$ cat config.mk
export PLATFORM = sky130hd
export DESIGN_NAME = sync_pulse_gen
export DESIGN_NICKNAME = d
export VERILOG_FILES = /design/src/rtl/sync_pkg.sv /design/src/rtl/sync_align_fsm.sv /design/src/rtl/sync_frame_ctr.sv /design/src/rtl/sync_mf_ctr.sv /design/src/rtl/sync_shaper.sv /design/src/rtl/sync_pulse_gen.sv
export SDC_FILE = /design/constraint.sdc
export NUM_CORES = 1
export LEC_CHECK = 0
export ABC_AREA = 1
export BUFFER_PORTS_ARGS = -buffer_cell sky130_fd_sc_hd__buf_2
export CORE_ASPECT_RATIO = 1.5
export CORE_MARGIN = 5
export CORE_UTILIZATION = 48
export DETAILED_ROUTE_END_ITERATION = 10
export PLACE_DENSITY = 0.66
export SETUP_SLACK_MARGIN = 0.02
export SYNTH_ARGS = -nofsm -noshare
export SYNTH_HDL_FRONTEND = slang
export SYNTH_SLANG_ARGS = --single-unit
export TNS_END_PERCENT = 50
$ cat constraint.sdc
create_clock -name clk -period 1.4 [get_ports clk]
set_input_delay 0.14 -clock clk [delete_from_list [all_inputs] [get_ports clk]]
set_output_delay 0.14 -clock clk [all_outputs]
set_load 0.05 [all_outputs]
$ cat src/rtl/sync_pkg.sv
package sync_pkg;

    typedef enum logic [0:0] {
        ST_IDLE = 1'b0,
        ST_RUN  = 1'b1
    } align_state_t;

    localparam int CFG_W        = 5;
    localparam int CFG_MF_PULSE = 0;
    localparam int CFG_MF_INV   = 1;
    localparam int CFG_FR_PULSE = 2;
    localparam int CFG_FR_INV   = 3;
    localparam int CFG_REF_SEL  = 4;

    localparam int NUM_SYNC = 2;
    localparam int IDX_FR   = 0;
    localparam int IDX_MF   = 1;

endpackage

$ cat src/rtl/sync_align_fsm.sv
module sync_align_fsm
    import sync_pkg::*;
(
    input  logic clk,
    input  logic rst_n,
    input  logic tick,
    input  logic at_last,
    output logic run,
    output logic restart
);

    align_state_t state_q;
    align_state_t state_d;

    // state register
    always_ff @(posedge clk or negedge rst_n) begin
        if (!rst_n) begin
            state_q <= ST_IDLE;
        end else begin
            state_q <= state_d;
        end
    end

    // next state: start (IDLE->RUN), realign (RUN->RUN)
    always_comb begin
        state_d = state_q;
        unique case (state_q)
            ST_IDLE: begin
                if (tick) begin
                    state_d = ST_RUN;
                end
            end
            ST_RUN: begin
                state_d = ST_RUN;
            end
            default: state_d = ST_IDLE;
        endcase
    end

    // outputs
    always_comb begin
        run     = 1'b0;
        restart = 1'b0;
        unique case (state_q)
            ST_IDLE: begin
                run     = 1'b0;
                restart = tick;
            end
            ST_RUN: begin
                run     = 1'b1;
                restart = tick && !at_last;
            end
            default: begin
                run     = 1'b0;
                restart = 1'b0;
            end
        endcase
    end

endmodule

$ cat src/rtl/sync_frame_ctr.sv
module sync_frame_ctr #(
    parameter int FRAME_LEN = 25600
) (
    input  logic                         clk,
    input  logic                         rst_n,
    input  logic                         run,
    input  logic                         restart,
    output logic [$clog2(FRAME_LEN)-1:0] count,
    output logic                         at_last,
    output logic                         at_start,
    output logic                         first_half
);

    localparam int FC_W = $clog2(FRAME_LEN);
    localparam logic [FC_W-1:0] FC_LAST = FC_W'(FRAME_LEN - 1);
    localparam logic [FC_W-1:0] FC_HALF = FC_W'(FRAME_LEN / 2);

    logic [FC_W-1:0] cnt_q;

    always_ff @(posedge clk or negedge rst_n) begin
        if (!rst_n) begin
            cnt_q <= '0;
        end else if (restart) begin
            cnt_q <= '0;
        end else if (run) begin
            if (cnt_q == FC_LAST) begin
                cnt_q <= '0;
            end else begin
                cnt_q <= cnt_q + 1'b1;
            end
        end
    end

    always_comb begin
        count      = cnt_q;
        at_last    = (cnt_q == FC_LAST);
        at_start   = (cnt_q == '0);
        first_half = (cnt_q < FC_HALF);
    end

endmodule

$ cat src/rtl/sync_mf_ctr.sv
module sync_mf_ctr #(
    parameter int FRAMES_PER_MF = 4
) (
    input  logic                             clk,
    input  logic                             rst_n,
    input  logic                             run,
    input  logic                             restart,
    input  logic                             frame_last,
    output logic [$clog2(FRAMES_PER_MF)-1:0] index,
    output logic                             at_start,
    output logic                             first_half
);

    localparam int FI_W = $clog2(FRAMES_PER_MF);
    localparam logic [FI_W-1:0] FI_LAST = FI_W'(FRAMES_PER_MF - 1);
    localparam logic [FI_W-1:0] FI_HALF = FI_W'(FRAMES_PER_MF / 2);

    logic [FI_W-1:0] idx_q;

    always_ff @(posedge clk or negedge rst_n) begin
        if (!rst_n) begin
            idx_q <= '0;
        end else if (restart) begin
            idx_q <= '0;
        end else if (run && frame_last) begin
            if (idx_q == FI_LAST) begin
                idx_q <= '0;
            end else begin
                idx_q <= idx_q + 1'b1;
            end
        end
    end

    always_comb begin
        index      = idx_q;
        at_start   = (idx_q == '0);
        first_half = (idx_q < FI_HALF);
    end

endmodule

$ cat src/rtl/sync_shaper.sv
module sync_shaper (
    input  logic run,
    input  logic pulse_mode,
    input  logic invert,
    input  logic pulse_hit,
    input  logic square_hit,
    output logic sync_o
);

    logic active;

    always_comb begin
        if (!run) begin
            active = 1'b0;
        end else if (pulse_mode) begin
            active = pulse_hit;
        end else begin
            active = square_hit;
        end
        sync_o = active ^ invert;
    end

endmodule

$ cat src/rtl/sync_pulse_gen.sv
module sync_pulse_gen
    import sync_pkg::*;
#(
    parameter int FRAME_LEN     = 25600,
    parameter int FRAMES_PER_MF = 4
) (
    input  logic             clk,
    input  logic             rst_n,
    input  logic             tick_a_i,
    input  logic             tick_b_i,
    input  logic [CFG_W-1:0] cfg_i,
    output logic             fr_sync_o,
    output logic             mf_sync_o
);

    localparam int FC_W = $clog2(FRAME_LEN);
    localparam int FI_W = $clog2(FRAMES_PER_MF);

    logic            tick_sel;
    logic            run;
    logic            restart;
    logic [FC_W-1:0] fc;
    logic            fc_last;
    logic            fc_start;
    logic            fc_half;
    logic [FI_W-1:0] fidx;
    logic            fi_start;
    logic            fi_half;

    logic [NUM_SYNC-1:0] sh_mode;
    logic [NUM_SYNC-1:0] sh_inv;
    logic [NUM_SYNC-1:0] sh_pulse;
    logic [NUM_SYNC-1:0] sh_square;
    logic [NUM_SYNC-1:0] sh_out;

    assign tick_sel = cfg_i[CFG_REF_SEL] ? tick_b_i : tick_a_i;

    sync_align_fsm u_fsm (
        .clk     (clk),
        .rst_n   (rst_n),
        .tick    (tick_sel),
        .at_last (fc_last),
        .run     (run),
        .restart (restart)
    );

    sync_frame_ctr #(.FRAME_LEN(FRAME_LEN)) u_frame (
        .clk        (clk),
        .rst_n      (rst_n),
        .run        (run),
        .restart    (restart),
        .count      (fc),
        .at_last    (fc_last),
        .at_start   (fc_start),
        .first_half (fc_half)
    );

    sync_mf_ctr #(.FRAMES_PER_MF(FRAMES_PER_MF)) u_mf (
        .clk        (clk),
        .rst_n      (rst_n),
        .run        (run),
        .restart    (restart),
        .frame_last (fc_last),
        .index      (fidx),
        .at_start   (fi_start),
        .first_half (fi_half)
    );

    always_comb begin
        sh_mode[IDX_FR]   = cfg_i[CFG_FR_PULSE];
        sh_inv[IDX_FR]    = cfg_i[CFG_FR_INV];
        sh_pulse[IDX_FR]  = fc_start;
        sh_square[IDX_FR] = fc_half;
        sh_mode[IDX_MF]   = cfg_i[CFG_MF_PULSE];
        sh_inv[IDX_MF]    = cfg_i[CFG_MF_INV];
        sh_pulse[IDX_MF]  = fc_start && fi_start;
        sh_square[IDX_MF] = fi_half;
    end

    for (genvar g = 0; g < NUM_SYNC; g++) begin : g_shaper
        sync_shaper u_sh (
            .run        (run),
            .pulse_mode (sh_mode[g]),
            .invert     (sh_inv[g]),
            .pulse_hit  (sh_pulse[g]),
            .square_hit (sh_square[g]),
            .sync_o     (sh_out[g])
        );
    end

    assign fr_sync_o = sh_out[IDX_FR];
    assign mf_sync_o = sh_out[IDX_MF];

endmodule

==> flow_results.xml, run 1 <==
<?xml version="1.0" encoding="UTF-8"?>
<metrics>
  <group name="sta">
    <metric name="number_of_hold_violations_in_the_final_report" unit="">0</metric>
    <metric name="final.setup_skew" unit="ns">0.00155</metric>
    <metric name="final_period_util" unit="">1.24</metric>
    <metric name="max-slew-margin-rel" unit="">0.695</metric>
    <metric name="worstMarginPinSlew" unit="ns">0.458</metric>
    <metric name="timing.final.setup_violations" unit="">2</metric>
    <metric name="least_setup_slack_across_all_paths_after_layout" unit="ns">-0.339</metric>
    <metric name="min_tclk_post_route" unit="ns">1.74</metric>
    <metric name="rsz_0062_raised_after_global_routing" unit="">true</metric>
    <metric name="timing.fmax" unit="MHz">575</metric>
    <metric name="final_max_slew_viol_count" unit="">0</metric>
  </group>
  <group name="synthesis">
    <metric name="postSynthNetCount" unit="">198</metric>
    <metric name="syn_area" unit="sq um">1310</metric>
    <metric name="yosys_register_bits" unit="">18</metric>
    <metric name="number_of_flops_mapped_to_enable_cells_by_yosys" unit="">0</metric>
    <metric name="synth.largest_area_cell" unit="">dfrtp_1</metric>
    <metric name="seq_total_area_yosys" unit="">0.343</metric>
    <metric name="yosys.cell_types.count" unit="">28</metric>
    <metric name="synthArstFlopShare" unit="">1.00</metric>
    <metric name="synth.top_cell.area_share" unit="">0.343</metric>
    <metric name="synth_commonest_cells" unit="">nand2_1, nor2_1, inv_1</metric>
    <metric name="synthesis.yosys.warnings" unit="">0</metric>
    <metric name="most_used_standard_cell_by_instance_count_after_synthesis" unit="">nand2_1</metric>
    <metric name="synth.top_cells.by_area" unit="">dfrtp_1, nand2_1, nor2_1, inv_1, ha_1</metric>
    <metric name="synth-main-ff-cell" unit="">dfrtp_1</metric>
    <metric name="synth_area_per_cell" unit="sq um">7.10</metric>
    <metric name="netlist_instances" unit="">185</metric>
  </group>
  <group name="cts">
    <metric name="tritoncts" unit="">built</metric>
    <metric name="worstSkewPairLatency" unit="ns">0.25</metric>
    <metric name="clockRootBuffer" unit="">clkbuf_8</metric>
    <metric name="htree_num_levels" unit="">1</metric>
    <metric name="clkSinkCount" unit="">18</metric>
    <metric name="cts.clk_slew.worst_paths" unit="ns">0.07</metric>
    <metric name="clock_path_buffers" unit="">2</metric>
    <metric name="cts_buffers" unit="">3</metric>
  </group>
  <group name="detailed_routing">
    <metric name="drc_errors" unit="">0</metric>
    <metric name="wl_per_cell" unit="um">14.0</metric>
    <metric name="drt_first_iter_violations" unit="">59</metric>
    <metric name="antenna_violating_nets_post_route" unit="">0</metric>
    <metric name="finalWirelength" unit="um">3600</metric>
    <metric name="routed_via_density" unit="">5.13</metric>
    <metric name="vias" unit="">1323</metric>
    <metric name="drt-pass1-iter-count" unit="">4</metric>
  </group>
  <group name="grt">
    <metric name="grt_start_max_net_pins" unit="">19</metric>
    <metric name="grt_util_all_layers" unit="">0.195</metric>
    <metric name="globalRouteOverflowTotal" unit="">0</metric>
    <metric name="global_route_wire_length_before_repair" unit="um">5780</metric>
    <metric name="antenna_found_initial" unit="">0</metric>
    <metric name="grt_pass1_vias" unit="">1392</metric>
  </group>
  <group name="run_status">
    <metric name="failed_checks" unit="">negative setup slack</metric>
    <metric name="status" unit="">finished with violations</metric>
  </group>
  <group name="floorplan">
    <metric name="cell_row_count" unit="">23</metric>
    <metric name="initial_utilization" unit="">0.496</metric>
    <metric name="io_pins" unit="">11</metric>
    <metric name="die_w" unit="um">52.7</metric>
    <metric name="floorplan.core_area" unit="sq um">2650</metric>
    <metric name="die_area" unit="sq um">3900</metric>
    <metric name="fp.dieH" unit="um">74.1</metric>
  </group>
  <group name="run">
    <metric name="max_cap_violations" unit="">0</metric>
  </group>
  <group name="place">
    <metric name="dp_worst_setup_slack" unit="ns">-0.141</metric>
    <metric name="buffer_ports.inserted" unit="">10</metric>
    <metric name="hpwl" unit="um">2560</metric>
    <metric name="gpl.final_weighted_congestion" unit="">0.907</metric>
  </group>
  <group name="power">
    <metric name="maximum_vdd_drop" unit="uV">525</metric>
    <metric name="power_density" unit="nW/um^2">731</metric>
    <metric name="static_power_due_to_leakage" unit="nW">0.942</metric>
    <metric name="design_power_total" unit="mW">1.33</metric>
  </group>
  <group name="final_layout">
    <metric name="final_net_count" unit="">235</metric>
    <metric name="antenna-diode-count" unit="">0</metric>
    <metric name="drive_gt1_frac" unit="">0.398</metric>
    <metric name="area_growth_from_synthesis_to_final_layout" unit="%">38.2</metric>
    <metric name="filler_cell_count" unit="">220</metric>
  </group>
  <group name="worst_setup_path">
    <metric name="crit_path_max_fanout" unit="">2</metric>
    <metric name="critical_path.endpoint_type" unit="">primary output</metric>
    <metric name="worstSetupStartpointType" unit="">flip-flop</metric>
    <metric name="ff2ff_setup_slack" unit="ns">0.02</metric>
    <metric name="cp_data_arrival_time" unit="ns">1.60</metric>
    <metric name="cp.required" unit="ns">1.26</metric>
    <metric name="critical_path_type" unit="">flip-flop to primary output</metric>
  </group>
  <group name="min_path">
    <metric name="worst_hold_path_type" unit="">input port to flip-flop</metric>
  </group>
</metrics>
-- what timing repair did --
| item | 4_1_cts | 5_1_grt |
|---|---|---|
| endpoints found under the setup margin | 17 | 19 |
| hold buffers | 1 | 0 |
| pin swaps | 5 | 14 |
| buffers inserted | 2 | 3 |
| resized for setup | 12 | 34 |
| hold endpoints to repair | 18 | 0 |
-- logic make-up (layout without fill, tap and decap cells) --
logic type                 after synthesis  after routing  share of synthesized area
xor gates and xnor gates                 4              4                     0.0267
adders and majority gates                4              4                     0.0381
buffers and inverters                   30             66                     0.0952
muxes                                    1              1                    0.00762
AOI/OAI and AO/OA                        7              7                     0.0314
and+or+nand+nor                        121            121                      0.458
DFF                                     18             18                      0.343
-- path summary, 6_finish.rpt --
check,endpoint,cells past startpoint,start
max in group asynchronous,u_frame.count[10],2,rst_n
max,mf_sync_o,10,u_frame.count[0]
min reg2reg,u_mf.index[0],2,u_mf.index[0]
min,u_fsm.state_q,3,tick_a_i
max reg2reg,u_mf.index[1],8,u_frame.count[8]
min in group asynchronous,u_fsm.state_q,2,rst_n
-- critical path, stage by stage, from the launching register on --
cell	delay, ns
dfrtp_1	0.40
inv_2	0.08
ha_4	0.14
nand2_4	0.05
nor2_4	0.12
nand3_2	0.09
nand2_2	0.10
nand2_2	0.07
nand2_2	0.09
nand2_2	0.06
buf_8	0.15
-- through the flow --
stage | hold slack [ns] | setup TNS [ns] | util | instances | area, sq um
global placement | 0.0975 | -0.191 | 0.580 | 249 | 1540
CTS | 0.293 | -0.533 | 0.626 | 256 | 1660
global route | 0.323 | -1.12 | 0.686 | 258 | 1820
detailed placement | 0.100 | -0.433 | 0.580 | 249 | 1540
finish | 0.303 | -0.589 | 0.686 | 258 | 1820
floorplan | -0.156 | -0.0300 | - | 185 | 1320
-- sequential cells by signal, summed over array words and instances (netlist names) --
register       cells
u_frame.count     15
u_mf.index         2
u_fsm.state_q      1
-- layer usage --
layer	up-vias	part of all wire	wire length [um]	global-route usage
met5	-	0	0	0
met4	0	0.025	90	0.0767
met3	10	0.036	130	0.0281
met2	39	0.56	2030	0.372
met1	629	0.38	1360	0.210
li1	645	-	-	-
-- placed cells by master, fill, tap and decap left out, drive strengths merged --
cell / count
inv: 28
nand2: 64
a21oi: 1
nand3b: 3
o21ai: 3
o21bai: 1
nand3: 14
clkbuf: 4
nand4: 6
ha: 4
nor2: 31
dfrtp: 18
and2: 1
xor2: 4
dlygate4sd3: 1
nor3: 2
a21boi: 1
buf: 33
o22ai: 1
mux2i: 1
-- cell type report --
type,count,area (sq um),area share
Multi-Input combinational cell,137,902,0.497
Sequential cell,18,450,0.248
Timing Repair Buffer,34,256,0.141
Inverter,28,105,0.0579
Clock buffer,4,55.1,0.0303
Tap cell,37,46.3,0.0255
-- report_power, final --
| part | switching (mW) | internal (mW) | leakage, nW |
|---|---|---|---|
| Clock | 0.182 | 0.250 | 0.0288 |
| Sequential | 0.0107 | 0.535 | 0.243 |
| Combinational | 0.206 | 0.144 | 0.670 |
Power figures use the tool's default switching activity.
==> run 2, diff against run 1 <==
ABC_AREA = unset   (was 1)
PLACE_DENSITY = 0.67   (was 0.66)
==> run 2 against run 1 <==
Effect of this change: the flow still finishes with violations (negative setup slack); non-clock buffer count grew 19; total power down 11%; register-to-register slack worse by 0.21 ns; largest cell class unchanged; synthesized area is 12% lower; final cell count down 23%; first-iteration DRC count down 39%; critical path type unchanged; utilization is 10 points higher; clock skew rose by 0.0015 ns; wire length fell by 0.80%; global-route usage up 1.3 points; clock-buffer cell count unchanged.
==> flow_results.xml, run 2 <==
<?xml version="1.0" encoding="UTF-8"?>
<metrics>
  <group name="cts">
    <metric name="worstSkewPairLatency" unit="ns">0.31</metric>
    <metric name="cts.clk_slew.worst_paths" unit="ns">0.11</metric>
    <metric name="htree_num_levels" unit="">1</metric>
    <metric name="cts_buffers" unit="">3</metric>
    <metric name="clockRootBuffer" unit="">clkbuf_4</metric>
    <metric name="tritoncts" unit="">built</metric>
    <metric name="clkSinkCount" unit="">18</metric>
    <metric name="clock_path_buffers" unit="">2</metric>
  </group>
  <group name="worst_setup_path">
    <metric name="crit_path_max_fanout" unit="">3</metric>
    <metric name="critical_path_type" unit="">flip-flop to primary output</metric>
    <metric name="critical_path.endpoint_type" unit="">primary output</metric>
    <metric name="worstSetupStartpointType" unit="">flip-flop</metric>
    <metric name="cp_data_arrival_time" unit="ns">2.05</metric>
    <metric name="cp.required" unit="ns">1.26</metric>
  </group>
  <group name="synthesis">
    <metric name="number_of_flops_mapped_to_enable_cells_by_yosys" unit="">0</metric>
    <metric name="synth.largest_area_cell" unit="">dfrtp_1</metric>
    <metric name="postSynthNetCount" unit="">136</metric>
    <metric name="yosys.cell_types.count" unit="">37</metric>
    <metric name="seq_total_area_yosys" unit="">0.390</metric>
    <metric name="most_used_standard_cell_by_instance_count_after_synthesis" unit="">dfrtp_1</metric>
    <metric name="synth_area_per_cell" unit="sq um">9.39</metric>
    <metric name="netlist_instances" unit="">123</metric>
    <metric name="synthArstFlopShare" unit="">1.00</metric>
    <metric name="synth_commonest_cells" unit="">dfrtp_1, nand2_1, a21oi_1, nand3_1</metric>
    <metric name="synth.top_cell.area_share" unit="">0.390</metric>
    <metric name="synth-main-ff-cell" unit="">dfrtp_1</metric>
    <metric name="synthesis.yosys.warnings" unit="">0</metric>
    <metric name="syn_area" unit="sq um">1150</metric>
    <metric name="yosys_register_bits" unit="">18</metric>
    <metric name="synth.top_cells.by_area" unit="">dfrtp_1, xor2_1, ha_1, a21oi_1, nand3_1</metric>
  </group>
  <group name="sta">
    <metric name="timing.setup.tns" unit="ns">-3.86</metric>
    <metric name="timing.final.setup_violations" unit="">19</metric>
    <metric name="final.setup_skew" unit="ns">0.00302</metric>
    <metric name="worstMarginPinSlew" unit="ns">0.423</metric>
    <metric name="timing.fmax" unit="MHz">457</metric>
    <metric name="number_of_hold_violations_in_the_final_report" unit="">0</metric>
    <metric name="rsz_0062_raised_after_global_routing" unit="">true</metric>
    <metric name="min_tclk_post_route" unit="ns">2.19</metric>
    <metric name="least_setup_slack_across_all_paths_after_layout" unit="ns">-0.789</metric>
    <metric name="final_max_slew_viol_count" unit="">0</metric>
    <metric name="final_period_util" unit="">1.56</metric>
    <metric name="max-slew-margin-rel" unit="">0.718</metric>
  </group>
  <group name="place">
    <metric name="placedCellCount" unit="">188</metric>
    <metric name="dp_worst_setup_slack" unit="ns">-0.505</metric>
    <metric name="buffer_ports.inserted" unit="">10</metric>
    <metric name="placed_area" unit="sq um">1520</metric>
    <metric name="hpwl" unit="um">2480</metric>
    <metric name="gpl.final_weighted_congestion" unit="">0.895</metric>
  </group>
  <group name="floorplan">
    <metric name="io_pins" unit="">11</metric>
    <metric name="floorplan.core_area" unit="sq um">2260</metric>
    <metric name="die_w" unit="um">50.1</metric>
    <metric name="die_area" unit="sq um">3510</metric>
    <metric name="fp.dieH" unit="um">70.1</metric>
    <metric name="cell_row_count" unit="">21</metric>
    <metric name="initial_utilization" unit="">0.511</metric>
  </group>
  <group name="power">
    <metric name="design_power_total" unit="mW">1.18</metric>
    <metric name="static_power_due_to_leakage" unit="nW">0.778</metric>
    <metric name="power_density" unit="nW/um^2">666</metric>
    <metric name="maximum_vdd_drop" unit="uV">660</metric>
  </group>
  <group name="min_path">
    <metric name="worst_hold_path_type" unit="">input port to flip-flop</metric>
  </group>
  <group name="detailed_routing">
    <metric name="routed_via_density" unit="">6.18</metric>
    <metric name="drc_errors" unit="">0</metric>
    <metric name="route.top_layer_used" unit="">met4</metric>
    <metric name="antenna_violating_nets_post_route" unit="">0</metric>
    <metric name="route.layer.met1.wl" unit="um">1270</metric>
    <metric name="wl_per_cell" unit="um">18.0</metric>
    <metric name="wl_met3" unit="um">110</metric>
    <metric name="drt_first_iter_violations" unit="">36</metric>
    <metric name="finalWirelength" unit="um">3570</metric>
    <metric name="vias" unit="">1229</metric>
    <metric name="drt-pass1-iter-count" unit="">4</metric>
    <metric name="wl_met2" unit="um">2080</metric>
  </group>
  <group name="grt">
    <metric name="grt_util_all_layers" unit="">0.209</metric>
    <metric name="globalRouteOverflowTotal" unit="">0</metric>
    <metric name="grt_pass1_vias" unit="">1355</metric>
    <metric name="antenna_found_initial" unit="">0</metric>
    <metric name="global_route_wire_length_before_repair" unit="um">5820</metric>
    <metric name="grt_start_max_net_pins" unit="">19</metric>
  </group>
  <group name="run">
    <metric name="max_cap_violations" unit="">0</metric>
  </group>
  <group name="final_layout">
    <metric name="final_common_cell" unit="">buf_4</metric>
    <metric name="multi_input_comb_area" unit="sq um">803</metric>
    <metric name="post-route-cell-area" unit="sq um">1780</metric>
    <metric name="most_frequent_cells_in_the_layout" unit="">buf_4, dfrtp_1, buf_6</metric>
    <metric name="filler_cell_count" unit="">142</metric>
    <metric name="layout.cells.non_filler" unit="">199</metric>
    <metric name="area_growth_from_synthesis_to_final_layout" unit="%">54.0</metric>
    <metric name="drive_gt1_frac" unit="">0.506</metric>
    <metric name="final_net_count" unit="">190</metric>
    <metric name="seq_area" unit="sq um">450</metric>
    <metric name="antenna-diode-count" unit="">0</metric>
    <metric name="largest_register_ff_count" unit="">15</metric>
  </group>
  <group name="run_status">
    <metric name="failed_checks" unit="">negative setup slack</metric>
    <metric name="status" unit="">finished with violations</metric>
  </group>
</metrics>
==> run 2: cell types whose count changed in the layout (fill, tap and decap cells not counted), sizes merged, moves of 6 or more <==
cell,delta
inv,-21
nor2,-24
buf,+19
a21oi,+8
nand2,-55
nand3,-6
==> run 2: kinds of logic after synthesis <==
family	share of synthesized area
compound gates	0.183
xor+xnor	0.0455
fa+ha+maj	0.0433
buf+inv	0.0498
flops	0.390
mux	0.0379
simple gates	0.250
==> run 2: what timing repair did <==
item                       4_1_cts  5_1_grt
setup endpoints to repair       19       19
resized for setup               32       12
hold buffers                     1        0
hold endpoints to repair        18        0
setup buffers                    7        4
pin swaps                       18       10
==> run 2: worst max-delay path: stages (launching register included) <==
cell and delay, ns:
dfrtp_1 0.42, nor4_2 0.29, buf_4 0.15, nand4_1 0.16, a311oi_2 0.39, o311ai_4 0.15, buf_6 0.18
==> run 2: layer usage <==
metal,vias to the layer above,GRT usage
li1,568,-
met1,617,0.226
met2,32,0.385
met3,12,0.0213
met4,0,0.0962
met5,-,0
==> run 2: worst paths after layout <==
| check | cells past startpoint | endpoint | slack, ns | from |
|---|---|---|---|---|
| min in group asynchronous | 2 | u_frame.count[14] | 0.29 | rst_n |
| worst min-delay path | 4 | u_fsm.state_q | 0.25 | tick_a_i |
| worst max-delay path | 6 | fr_sync_o | -0.79 | u_frame.count[4] |
| max in group asynchronous | 2 | u_frame.count[4] | 0.82 | rst_n |
| worst min register to register | 2 | u_mf.index[0] | 0.59 | u_mf.index[0] |
| worst max register to register | 6 | u_mf.index[0] | -0.19 | u_frame.count[7] |
==> run 2: metrics by stage <==
step | hold slack (ns) | util
after global routing | 0.253 | 0.787
after detailed placement | 0.101 | 0.673
after global placement | 0.0971 | 0.673
after floorplan | -0.156 | -
final | 0.247 | 0.787
after CTS | 0.250 | 0.770
==> run 2: area by class of cell <==
class	count	share of cell area
inverters	7	0.0148
multi-input cells	94	0.452
flip-flops and latches	18	0.253
well taps	23	0.0162
repair buffers	53	0.243
clock buffers	4	0.0204
==> run 2: power by group <==
part | leakage (nW) | internal, mW | total, mW | switching (mW)
Combinational | 0.513 | 0.141 | 0.302 | 0.162
Sequential | 0.244 | 0.530 | 0.538 | 0.00800
Clock | 0.0210 | 0.159 | 0.344 | 0.185
